File: src/rtl/tmr_pkg.sv
package tmr_pkg;

    // Run state; the encoding doubles as the control readback code
    typedef enum logic [1:0] {
        TMR_IDLE = 2'd0,
        TMR_HALT = 2'd1,
        TMR_RUN  = 2'd3
    } tmr_state_e;

    localparam logic [1:0] ADDR_PRELOAD = 2'd0;
    localparam logic [1:0] ADDR_COUNT   = 2'd1;
    localparam logic [1:0] ADDR_CTRL    = 2'd2;
    localparam logic [1:0] ADDR_ICR     = 2'd3;

    localparam logic [1:0] CODE_CLEAR = 2'd0;
    localparam logic [1:0] CODE_START = 2'd3;

endpackage

File: src/rtl/tmr_tick_gen.sv
module tmr_tick_gen #(
    parameter int DIV = 100
) (
    input  logic clk,
    input  logic rst_n,
    input  logic run,
    output logic tick
);
    generate
        if (DIV <= 1) begin : g_direct
            assign tick = run;
        end else begin : g_div
            localparam int PW = $clog2(DIV);
            localparam logic [PW-1:0] LAST = PW'(DIV - 1);
            logic [PW-1:0] pre;

            // Prescaler restarts whenever the timer is not running
            always_ff @(posedge clk) begin
                if (!rst_n || !run) begin
                    pre <= '0;
                end else if (pre == LAST) begin
                    pre <= '0;
                end else begin
                    pre <= pre + 1'b1;
                end
            end

            assign tick = run && (pre == LAST);

            assert_tick_spacing_R10: assert property (@(posedge clk) disable iff (!rst_n)
                tick |=> !tick);
        end
    endgenerate
endmodule

File: src/rtl/tmr_count_fsm.sv
module tmr_count_fsm
    import tmr_pkg::*;
#(
    parameter int W = 16
) (
    input  logic         clk,
    input  logic         rst_n,
    input  logic         tick,
    input  logic         ctrl_wr,
    input  logic [1:0]   ctrl_code,
    input  logic [W-1:0] preload,
    output logic [W-1:0] count,
    output tmr_state_e   state,
    output logic         wrap
);
    localparam logic [W-1:0] CNT_MAX = '1;

    tmr_state_e state_nx;

    // Transitions: clear, stop, start/resume/keep
    always_comb begin
        state_nx = state;
        if (ctrl_wr) begin
            unique case (ctrl_code)
                CODE_CLEAR: state_nx = TMR_IDLE;
                CODE_START: state_nx = TMR_RUN;
                default:    state_nx = TMR_HALT;
            endcase
        end
    end

    always_ff @(posedge clk) begin
        if (!rst_n) begin
            state <= TMR_IDLE;
        end else begin
            state <= state_nx;
        end
    end

    assign wrap = (state == TMR_RUN) && tick && (count == CNT_MAX);

    // Count datapath driven by the state and the control strobe
    always_ff @(posedge clk) begin
        if (!rst_n) begin
            count <= '0;
        end else if (ctrl_wr && ctrl_code == CODE_CLEAR) begin
            count <= '0;
        end else if (ctrl_wr && ctrl_code == CODE_START && state == TMR_IDLE) begin
            count <= preload;
        end else if (state == TMR_RUN && tick) begin
            count <= wrap ? preload : count + 1'b1;
        end
    end

    assert_start_load_R3: assert property (@(posedge clk) disable iff (!rst_n)
        (ctrl_wr && ctrl_code == CODE_START && state == TMR_IDLE) |=> count == $past(preload));

    assert_reload_R4: assert property (@(posedge clk) disable iff (!rst_n)
        (wrap && !ctrl_wr) |=> count == $past(preload));

    assert_hold_R5: assert property (@(posedge clk) disable iff (!rst_n)
        (state == TMR_HALT && !ctrl_wr) |=> $stable(count));

    assert_clear_R6: assert property (@(posedge clk) disable iff (!rst_n)
        (ctrl_wr && ctrl_code == CODE_CLEAR) |=> (count == '0 && state == TMR_IDLE));
endmodule

File: src/rtl/tmr_irq_ctl.sv
module tmr_irq_ctl #(
    parameter int LW = 3
) (
    input  logic          clk,
    input  logic          rst_n,
    input  logic          wrap,
    input  logic          icr_wr,
    input  logic          ack_bit,
    input  logic          en_bit,
    input  logic [LW-1:0] level_bits,
    output logic          pending,
    output logic          enable,
    output logic [LW-1:0] level,
    output logic          irq,
    output logic [LW-1:0] irq_level
);
    always_ff @(posedge clk) begin
        if (!rst_n) begin
            pending <= 1'b0;
            enable  <= 1'b0;
            level   <= '0;
        end else begin
            if (wrap) begin
                pending <= 1'b1;
            end else if (icr_wr && ack_bit) begin
                pending <= 1'b0;
            end
            if (icr_wr) begin
                enable <= en_bit;
                level  <= level_bits;
            end
        end
    end

    always_comb begin
        irq       = pending && enable;
        irq_level = irq ? level : '0;
    end

    assert_wrap_sets_R4: assert property (@(posedge clk) disable iff (!rst_n)
        wrap |=> pending);

    assert_ack_clears_R8: assert property (@(posedge clk) disable iff (!rst_n)
        (icr_wr && ack_bit && !wrap) |=> !pending);

    assert_pending_source_R8: assert property (@(posedge clk) disable iff (!rst_n)
        $rose(pending) |-> $past(wrap));
endmodule

File: src/rtl/ivl_timer.sv
module ivl_timer
    import tmr_pkg::*;
#(
    parameter int SYS_CLK_HZ = 16_000_000,
    parameter int TICK_HZ    = 160_000,
    parameter int CNT_W      = 16,
    parameter int LVL_W      = 3
) (
    input  logic             clk,
    input  logic             rst_n,
    input  logic [1:0]       reg_addr,
    input  logic             reg_wr,
    input  logic [CNT_W-1:0] reg_wdata,
    output logic [CNT_W-1:0] reg_rdata,
    output logic             irq_req,
    output logic [LVL_W-1:0] irq_level
);
    localparam int DIV = SYS_CLK_HZ / TICK_HZ;
    localparam int ACK_BIT = 7;
    localparam int EN_BIT  = LVL_W;

    logic [CNT_W-1:0] preload_q;
    logic [CNT_W-1:0] count;
    tmr_state_e       state;
    logic             tick, wrap;
    logic             pending, enable;
    logic [LVL_W-1:0] level;

    wire wr_pre  = reg_wr && reg_addr == ADDR_PRELOAD;
    wire wr_ctrl = reg_wr && reg_addr == ADDR_CTRL;
    wire wr_icr  = reg_wr && reg_addr == ADDR_ICR;

    always_ff @(posedge clk) begin
        if (!rst_n) begin
            preload_q <= '0;
        end else if (wr_pre) begin
            preload_q <= reg_wdata;
        end
    end

    tmr_tick_gen #(.DIV(DIV)) u_tick (
        .clk  (clk),
        .rst_n(rst_n),
        .run  (state == TMR_RUN),
        .tick (tick)
    );

    tmr_count_fsm #(.W(CNT_W)) u_cnt (
        .clk      (clk),
        .rst_n    (rst_n),
        .tick     (tick),
        .ctrl_wr  (wr_ctrl),
        .ctrl_code(reg_wdata[1:0]),
        .preload  (preload_q),
        .count    (count),
        .state    (state),
        .wrap     (wrap)
    );

    tmr_irq_ctl #(.LW(LVL_W)) u_irq (
        .clk       (clk),
        .rst_n     (rst_n),
        .wrap      (wrap),
        .icr_wr    (wr_icr),
        .ack_bit   (reg_wdata[ACK_BIT]),
        .en_bit    (reg_wdata[EN_BIT]),
        .level_bits(reg_wdata[LVL_W-1:0]),
        .pending   (pending),
        .enable    (enable),
        .level     (level),
        .irq       (irq_req),
        .irq_level (irq_level)
    );

    always_comb begin
        reg_rdata = '0;
        unique case (reg_addr)
            ADDR_PRELOAD: reg_rdata = preload_q;
            ADDR_COUNT:   reg_rdata = count;
            ADDR_CTRL:    reg_rdata = CNT_W'(state);
            ADDR_ICR: begin
                reg_rdata[ACK_BIT]     = pending;
                reg_rdata[EN_BIT]      = enable;
                reg_rdata[LVL_W-1:0]   = level;
            end
            default:      reg_rdata = '0;
        endcase
    end

    assert_count_ro_R2: assert property (@(posedge clk) disable iff (!rst_n)
        (reg_wr && reg_addr == ADDR_COUNT && state != TMR_RUN) |=> $stable(count));

    assert_level_quiet_R9: assert property (@(posedge clk) disable iff (!rst_n)
        (!pending) |-> irq_level == '0);
endmodule

File: config.mk
export PLATFORM = sky130hd
export DESIGN_NAME = ivl_timer
export DESIGN_NICKNAME = d
export VERILOG_FILES = /design/src/rtl/tmr_pkg.sv /design/src/rtl/tmr_tick_gen.sv /design/src/rtl/tmr_count_fsm.sv /design/src/rtl/tmr_irq_ctl.sv /design/src/rtl/ivl_timer.sv
export SDC_FILE = /design/constraint.sdc
export NUM_CORES = 1
export LEC_CHECK = 0
export BUFFER_PORTS_ARGS = -buffer_cell sky130_fd_sc_hd__buf_2
export CAP_MARGIN = 10
export CELL_PAD_IN_SITES_DETAIL_PLACEMENT = 1
export CELL_PAD_IN_SITES_GLOBAL_PLACEMENT = 2
export CORE_ASPECT_RATIO = 0.6
export CORE_MARGIN = 2
export CORE_UTILIZATION = 34
export CTS_CLUSTER_SIZE = 20
export DETAILED_ROUTE_END_ITERATION = 7
export HOLD_SLACK_MARGIN = 0.15
export PLACE_DENSITY = 0.79
export SYNTH_ARGS = -nofsm -noshare
export SYNTH_HDL_FRONTEND = slang
export SYNTH_SLANG_ARGS = --single-unit
File: constraint.sdc
create_clock -name clk -period 2.92 [get_ports clk]
set_input_delay 0.876 -clock clk [delete_from_list [all_inputs] [get_ports clk]]
set_output_delay 0.876 -clock clk [all_outputs]
set_load 0.02 [all_outputs]
==> results.md, run 1 <==
- Main combinational cell family by area after synthesis: simple AND/OR/NAND/NOR gates
- Initial antenna violation count: 0
- WL per Instance: 18.10 um
- Gr usage total: 20.48%
- DRT Pass-1 Iters: 4
- Post-Place Cells: 451
- Min-delay src: u_tick.g_div.pre[0]$_SDFF_PP0_
- F_max: 0.3826 GHz
- Via count: 2,565
- DRT Wirelength: 8.308 mm
- CTS HTree Levels: 2
- Post-synthesis xor/xnor area fraction: 2.001%
- Post-synthesis adder-cell area fraction: 0.9528%
- Average vias per placed instance: 5.588
- Leakage: 1.212 nW
- Simple-Gate Fraction of Synth Area: 28.39%
- Max_cap viols: 0
- Clk Tree Root Cell: clkbuf_16
- FF-to-FF path depth: 6
- Synth Area in Compound Gates: 18.82%
- R2R Path Start: u_cnt.count[0]$_SDFFE_PP0P_
- Net Count, Synth: 337
- CTS tree: yes
- Total setup buffers inserted after CTS: 0
- Synthesized flop and latch total: 46
- Actual slew at the worst max-slew pin: 0.4997 ns
- First-pass GRT wire length: 13.68 mm
- Clock sinks: 46
- Layout Cells excl Fill: 459
- Vias in the first global route: 2,550
- CTS buffer count: 5
- Clock skew: 0.003148 ns
- CTS clk-pin slew, worst paths: 0.06 ns
- Max-slew violations: 0
- Post-synth EDFFs: 0
- Cell variety after synth: 56
- GRT overflow: 0
- Hold depth: 1
- Syn avg cell area: 8.364 um^2
- Diodes inserted: 0
- Gp weighted congestion: 0.8456
- Synth-to-Final Area Change: 19.96%
- Initial drt markers: 148
- Final nets: 377
- IO Count: 41
- Cts repair resizes: 0
- Worst EP arrival: 1.74 ns
- Worst setup path class: in2out
- Final Util: 42.65%
- Quantity of hold-fixing buffers added after cts: 0
- Pwr/cell area: 439.2 nW/um^2
- Worst R2R End: u_cnt.count[3]$_SDFFE_PP0P_
- Final setup viols: 0
- Hold Path Class: reg2reg
- Largest fanout on the critical path: 8
- PortBufs: 40
- Max IR drop VDD: 226.5 uV
- Largest net degree at the start of global routing: 21
- RSZ-0062 raised after global routing: no
- Final-layout fill cell count: 919
- Max stage delay on crit path: 0.21 ns
- Startpoint types: input port
- Ys async rst share: 0%
- Setup TNS: 0 ns
- R2R Setup Slk: 0.49 ns
- Multiplexer share of the synthesized area: 8.957%
- Status: completed
- Initial Utilization: 35.55%
- Cell area after synthesis: 2626 um^2
- Final hold vios: 0
- Die width: 117.5 um
- Critical path's most frequent cell: buf_2
- Die H: 72.08 um
- Most frequent cells in the layout: dfxtp_1 (46), nand2_1 (42), buf_2 (40), nor2_1 (29), nand3_1 (20)
- Top FF cell, synth: dfxtp_1
- Cells after synthesis: 314
- Site row count: 24
- Maximum root-to-sink buffer count: 2
- Total core area: 7387 um^2
- Crit share post-route: 89.52%
- Max stage delay cell, worst path: buf_2
- DRC viols: 0
- Share of layout cells above drive strength 1: 21.13%
- Worst-path cell chain: buf_2 > buf_4 > mux2i_1 > o21ai_0 > buf_2
- Die area: 8467 um^2
- Clock Latency Late Sink: 0.28 ns
- Worst slew margin: 66.65%
- Min-Delay Endpoint: u_tick.g_div.pre[0]$_SDFF_PP0_
- Seq/Total Area, Yosys: 35.06%
- Min Tclk post-route: 2.614 ns
- CP endpoint kind: output pin
- CP Data Required Time: 2.04 ns
- Final ANT Viol Nets: 0
- Commonest non-fill, non-tap cell in the layout: dfxtp_1
- DPL Wire Length: 6.096 mm
- Ys Warns: 0
-- layout make-up --
cell class	instances	area [um^2]	share of cell area, %
multi-input combinational	239	1558	49.44
sequential	46	920.9	29.23
timing repair buffer	56	357.8	11.36
clock buffer	7	152.6	4.845
tap	104	130.1	4.130
inverter	6	22.52	0.7149
clock inverter	1	8.758	0.2780
-- worst max-delay path: cells and delay by family --
kind	cells	cell delay (ns)
AOI/OAI and AO/OA	1	0.19
buffers and inverters	3	0.60
muxes	1	0.07
-- state kept, by name, summed over array words and instances, names as in the netlist --
register	cells
preload_q	16
u_cnt.count	16
u_cnt.state	2
u_irq.enable	1
u_irq.level	3
u_irq.pending	1
u_tick.g_div.pre	7
-- layer usage --
metal | global-route usage [%] | wire (um)
met1 | 30.48 | 4412
met2 | 29.17 | 3221
met3 | 5.503 | 546
met4 | 5.221 | 128
met5 | 0 | 0
-- how the worst max path moves through the flow --
stage | to | from
floorplan | reg_rdata[0] | reg_addr[1]
global placement | reg_rdata[2] | reg_addr[0]
detailed placement | u_cnt.count[3]$_SDFFE_PP0P_ | reg_addr[0]
CTS | reg_rdata[2] | reg_addr[0]
global route | reg_rdata[7] | reg_addr[0]
finish | reg_rdata[2] | reg_addr[0]
-- where the power goes --
group          switching, W  internal [W]  total [W]
Combinational     0.0000668     0.0000500   0.000117
Sequential        0.0000159      0.000639   0.000655
Clock              0.000246      0.000366   0.000612
-- cell usage after synthesis (all sizes together), types with 5 or more instances --
cell type  count  area (um^2)
o21ai          6        30.02
dfxtp         46        920.9
nand4         13        81.33
and4           6        55.05
a21oi          7        35.03
nand2         42        157.7
nor2          30        115.1
buf           13        92.58
clkbuf        10        37.54
inv            6        22.52
nor3           6        35.03
nand3         20        100.1
nor2b          5        31.28
a31oi          6        52.55
mux2i         19        190.2
a21boi        18        135.1
and3           5        31.28
-- kinds of logic after synthesis --
group,Yosys count
fa+ha+maj,2
simple gates,144
flops,46
buf+inv,29
xor+xnor,6
mux,21
compound gates,66
-- stage by stage --
stage | area, um^2 | setup WS (ns) | hold slack [ns] | total power (W)
2_1_floorplan | 2628 | 0.1342 | 0.4299 | 0.0007314
3_3_place_gp | 2989 | 0.3310 | 0.4587 | 0.0007838
3_5_place_dp | 2989 | 0.2806 | 0.4830 | 0.0007853
4_1_cts | 3151 | 0.3109 | 0.4967 | 0.001394
5_1_grt | 3151 | 0.2008 | 0.5204 | 0.001428
6_report | 3151 | 0.3062 | 0.4895 | 0.001384
Note: power is estimated with default switching activity, not from simulation.
==> run 2, diff against run 1 <==
SYNTH_HIERARCHICAL = 1   (was not set)
==> results.md, run 2 <==
- DRC viols: 0 (unchanged)
- Post-Place Cells: 439 (-2.7%)
- Top Registers: preload_q: 16 flops, u_cnt/count: 16 flops, u_tick/g_div.pre: 7 flops
- Area share of the largest cell type after synthesis: 35.94% (+0.87 points)
- Clock Latency Late Sink: 0.29 ns (about the same)
- Max stage delay cell, worst path: buf_2
- GRT overflow: 0 (unchanged)
- FF-to-FF path depth: 8 (+2)
- Synth area leaders: dfxtp_1 (36%), mux2i_1 (14%), nand2_1 (6.7%)
- Cts repair resizes: 0 (unchanged)
- Worst R2R End: u_cnt/count[14]$_SDFFE_PP0P_
- Gp weighted congestion: 0.8346 (-1.3%)
- Final ANT Viol Nets: 0 (unchanged)
- CP Data Required Time: 2.04 ns (about the same)
- Min Tclk post-route: 2.779 ns (+0.1653 ns)
- DPL Wire Length: 5.802 mm (-4.8%)
- CTS buffer count: 5 (unchanged)
- CTS tree: yes
- Layout Cells excl Fill: 447 (-2.6%)
- Startpoint types: input port
- Most frequent cells in the layout: nand2_1 (46), dfxtp_1 (46), buf_2 (40), mux2i_1 (35), nor2_1 (32)
- Via count: 2,342 (-8.7%)
- Total setup buffers inserted after CTS: 0 (unchanged)
- RSZ-0062 raised after global routing: no
- Ys async rst share: 0% (unchanged)
- Average vias per placed instance: 5.239 (-6.2%)
- Cells after synthesis: 299 (-4.8%)
- Hold Path Class: reg2reg
- Total core area: 7267 um^2 (-1.6%)
- Cell variety after synth: 50 (-11%)
- Critical path's most frequent cell: buf_2
- Synthesized flop and latch total: 46 (unchanged)
- Max IR drop VDD: 201.0 uV (-11%)
- Ys Warns: 6 (+6)
- Final nets: 365 (-3.2%)
- Final hold vios: 0 (unchanged)
- IO Count: 41 (unchanged)
- Hold depth: 1 (unchanged)
- Setup TNS: 0 ns (unchanged)
- Worst EP arrival: 1.90 ns (+0.16 ns)
- Crit share post-route: 95.18% (+5.7 points)
- Synth-to-Final Area Change: 18.70%
- Max-slew violations: 0 (unchanged)
- CTS HTree Levels: 2 (unchanged)
- Worst-path cell chain: buf_2 > mux4_2 > buf_2
- Post-synth EDFFs: 0 (unchanged)
- R2R Setup Slk: 0.45 ns (-0.04 ns)
- F_max: 0.3598 GHz (-5.9%)
- Worst slew margin: 60.96% (-5.7 points)
- Initial drt markers: 101 (-32%)
- Worst setup path class: in2out
- Pwr/cell area: 472.9 nW/um^2 (+7.7%)
- Min-Delay Endpoint: u_tick/g_div.pre[0]$_SDFF_PP0_
- Site row count: 24 (unchanged)
- CP endpoint kind: output pin
- Largest net degree at the start of global routing: 34 (+62%)
- Vias in the first global route: 2,440 (-4.3%)
- Final Util: 41.86% (-0.79 points)
- Gr usage total: 20.61% (+0.13 points)
- Seq/Total Area, Yosys: 35.94% (+0.87 points)
- Maximum root-to-sink buffer count: 2 (unchanged)
- R2R Path Start: u_tick/g_div.pre[0]$_SDFF_PP0_
- Diodes inserted: 0 (unchanged)
- Actual slew at the worst max-slew pin: 0.5856 ns (+0.08591 ns)
- Die H: 71.25 um (-1.2%)
- Hold WS: 0.4578 ns (-0.03170 ns)
- Die area: 8270 um^2 (-2.3%)
- Largest fanout on the critical path: 22 (+14)
- Top FF cell, synth: dfxtp_1
- Min-delay src: u_tick/g_div.pre[0]$_SDFF_PP0_
- Net Count, Synth: 322 (-4.5%)
- Final setup viols: 0 (unchanged)
- Max_cap viols: 0 (unchanged)
- Quantity of hold-fixing buffers added after cts: 0 (unchanged)
- Syn avg cell area: 8.570 um^2 (+2.5%)
- Clk Tree Root Cell: clkbuf_16
- Leading area contributor after synthesis: dfxtp_1
- Commonest cells in the synthesized netlist: dfxtp_1 (46), nand2_1 (46), mux2i_1 (35)
- Leakage: 1.198 nW (-1.1%)
- Initial Utilization: 35.26% (-0.29 points)
- DRT Pass-1 Iters: 4 (unchanged)
- Initial antenna violation count: 0 (unchanged)
- WL per Instance: 17.23 um (-4.8%)
- CTS clk-pin slew, worst paths: 0.06 ns (about the same)
- Cell area after synthesis: 2562 um^2 (-2.4%)
- PortBufs: 40 (unchanged)
- Clock skew: 0.005322 ns (+0.002174 ns)
- First-pass GRT wire length: 12.99 mm (-5.1%)
- Die width: 116.1 um (-1.2%)
- Status: completed
- Clock sinks: 46 (unchanged)
- DRT Wirelength: 7.702 mm (-7.3%)
- Share of layout cells above drive strength 1: 21.28% (+0.16 points)
- Max stage delay on crit path: 0.47 ns (+0.26 ns)
==> run 2: cell types whose count changed after synthesis, moves of 4 or more <==
cell / before / now
mux2i_1: 19 / 35
a21boi_0: 14 / 1
nand4_1: 13 / 5
nand3_1: 20 / 14
and4_1: 5 / 0
a21boi_1: 4 / 0
nand2_1: 42 / 46
nor3_1: 5 / 9
o21ai_0: 5 / 9
==> run 2: final cells by class <==
| cell class | instances | area, um^2 |
|---|---|---|
| repair buffers | 52 | 290.3 |
| inverters | 4 | 15.01 |
| multi-input cells | 233 | 1519 |
| flip-flops and latches | 46 | 920.9 |
| fillers | 898 | 4225 |
| well taps | 104 | 130.1 |
| clock buffers | 6 | 128.9 |
| clock inverters | 2 | 37.54 |
==> run 2: kinds of logic (layout without fill, tap and decap cells) <==
logic type               Yosys count  in the layout  synth area share (%)
adder cells (fa/ha/maj)            2              2                0.9764
buffers and inverters             20             64                 4.785
flip-flops                        46             46                 35.94
AO/OA/AOI/OAI                     49             49                 13.67
multiplexers                      37             37                 15.43
XOR/XNOR                           5              5                 1.709
AND/OR/NAND/NOR                  140            140                 27.49
==> run 2: power by group <==
group | switching [W] | internal [W]
registers | 0.0000179 | 0.000642
clock network | 0.000257 | 0.000405
logic | 0.0000680 | 0.0000491
total | 0.000343 | 0.00110
==> run 2: worst max-delay path, delay by kind of cell <==
family | cells | cell delay, ns
buffers and inverters | 2 | 0.64
multiplexers | 1 | 0.39
==> run 2: per-stage QoR <==
| stage | setup slack (ns) | power, W | instance area (um^2) |
|---|---|---|---|
| 3_5_place_dp | 0.1231 | 0.0007914 | 2875 |
| 3_3_place_gp | 0.1443 | 0.0007879 | 2875 |
| 6_report | 0.1409 | 0.001438 | 3042 |
| 2_1_floorplan | 0.2876 | 0.0007444 | 2562 |
| 4_1_cts | 0.1250 | 0.001457 | 3042 |
| 5_1_grt | 0.04543 | 0.001496 | 3042 |
==> run 2: how the worst max path moves through the flow <==
| stage | start | depth (start not counted) | slack [ns] | endpoint |
|---|---|---|---|---|
| 5_1_grt | reg_addr[0] | 4 | 0.05 | reg_rdata[4] |
| 3_5_place_dp | reg_addr[0] | 4 | 0.12 | reg_rdata[4] |
| 4_1_cts | reg_addr[0] | 4 | 0.13 | reg_rdata[4] |
| 2_1_floorplan | reg_addr[0] | 4 | 0.29 | reg_rdata[2] |
| 3_3_place_gp | reg_addr[0] | 4 | 0.14 | reg_rdata[4] |
| 6_report | reg_addr[0] | 3 | 0.14 | reg_rdata[1] |
==> run 2: metal layers <==
metal | vias to the layer above | global-route usage, % | routed length, um
li1 | 1167 | - | -
met1 | 1121 | 30.83 | 4200
met2 | 47 | 28.91 | 2964
met3 | 7 | 5.499 | 445
met4 | 0 | 6.085 | 91
met5 | - | 0 | 0
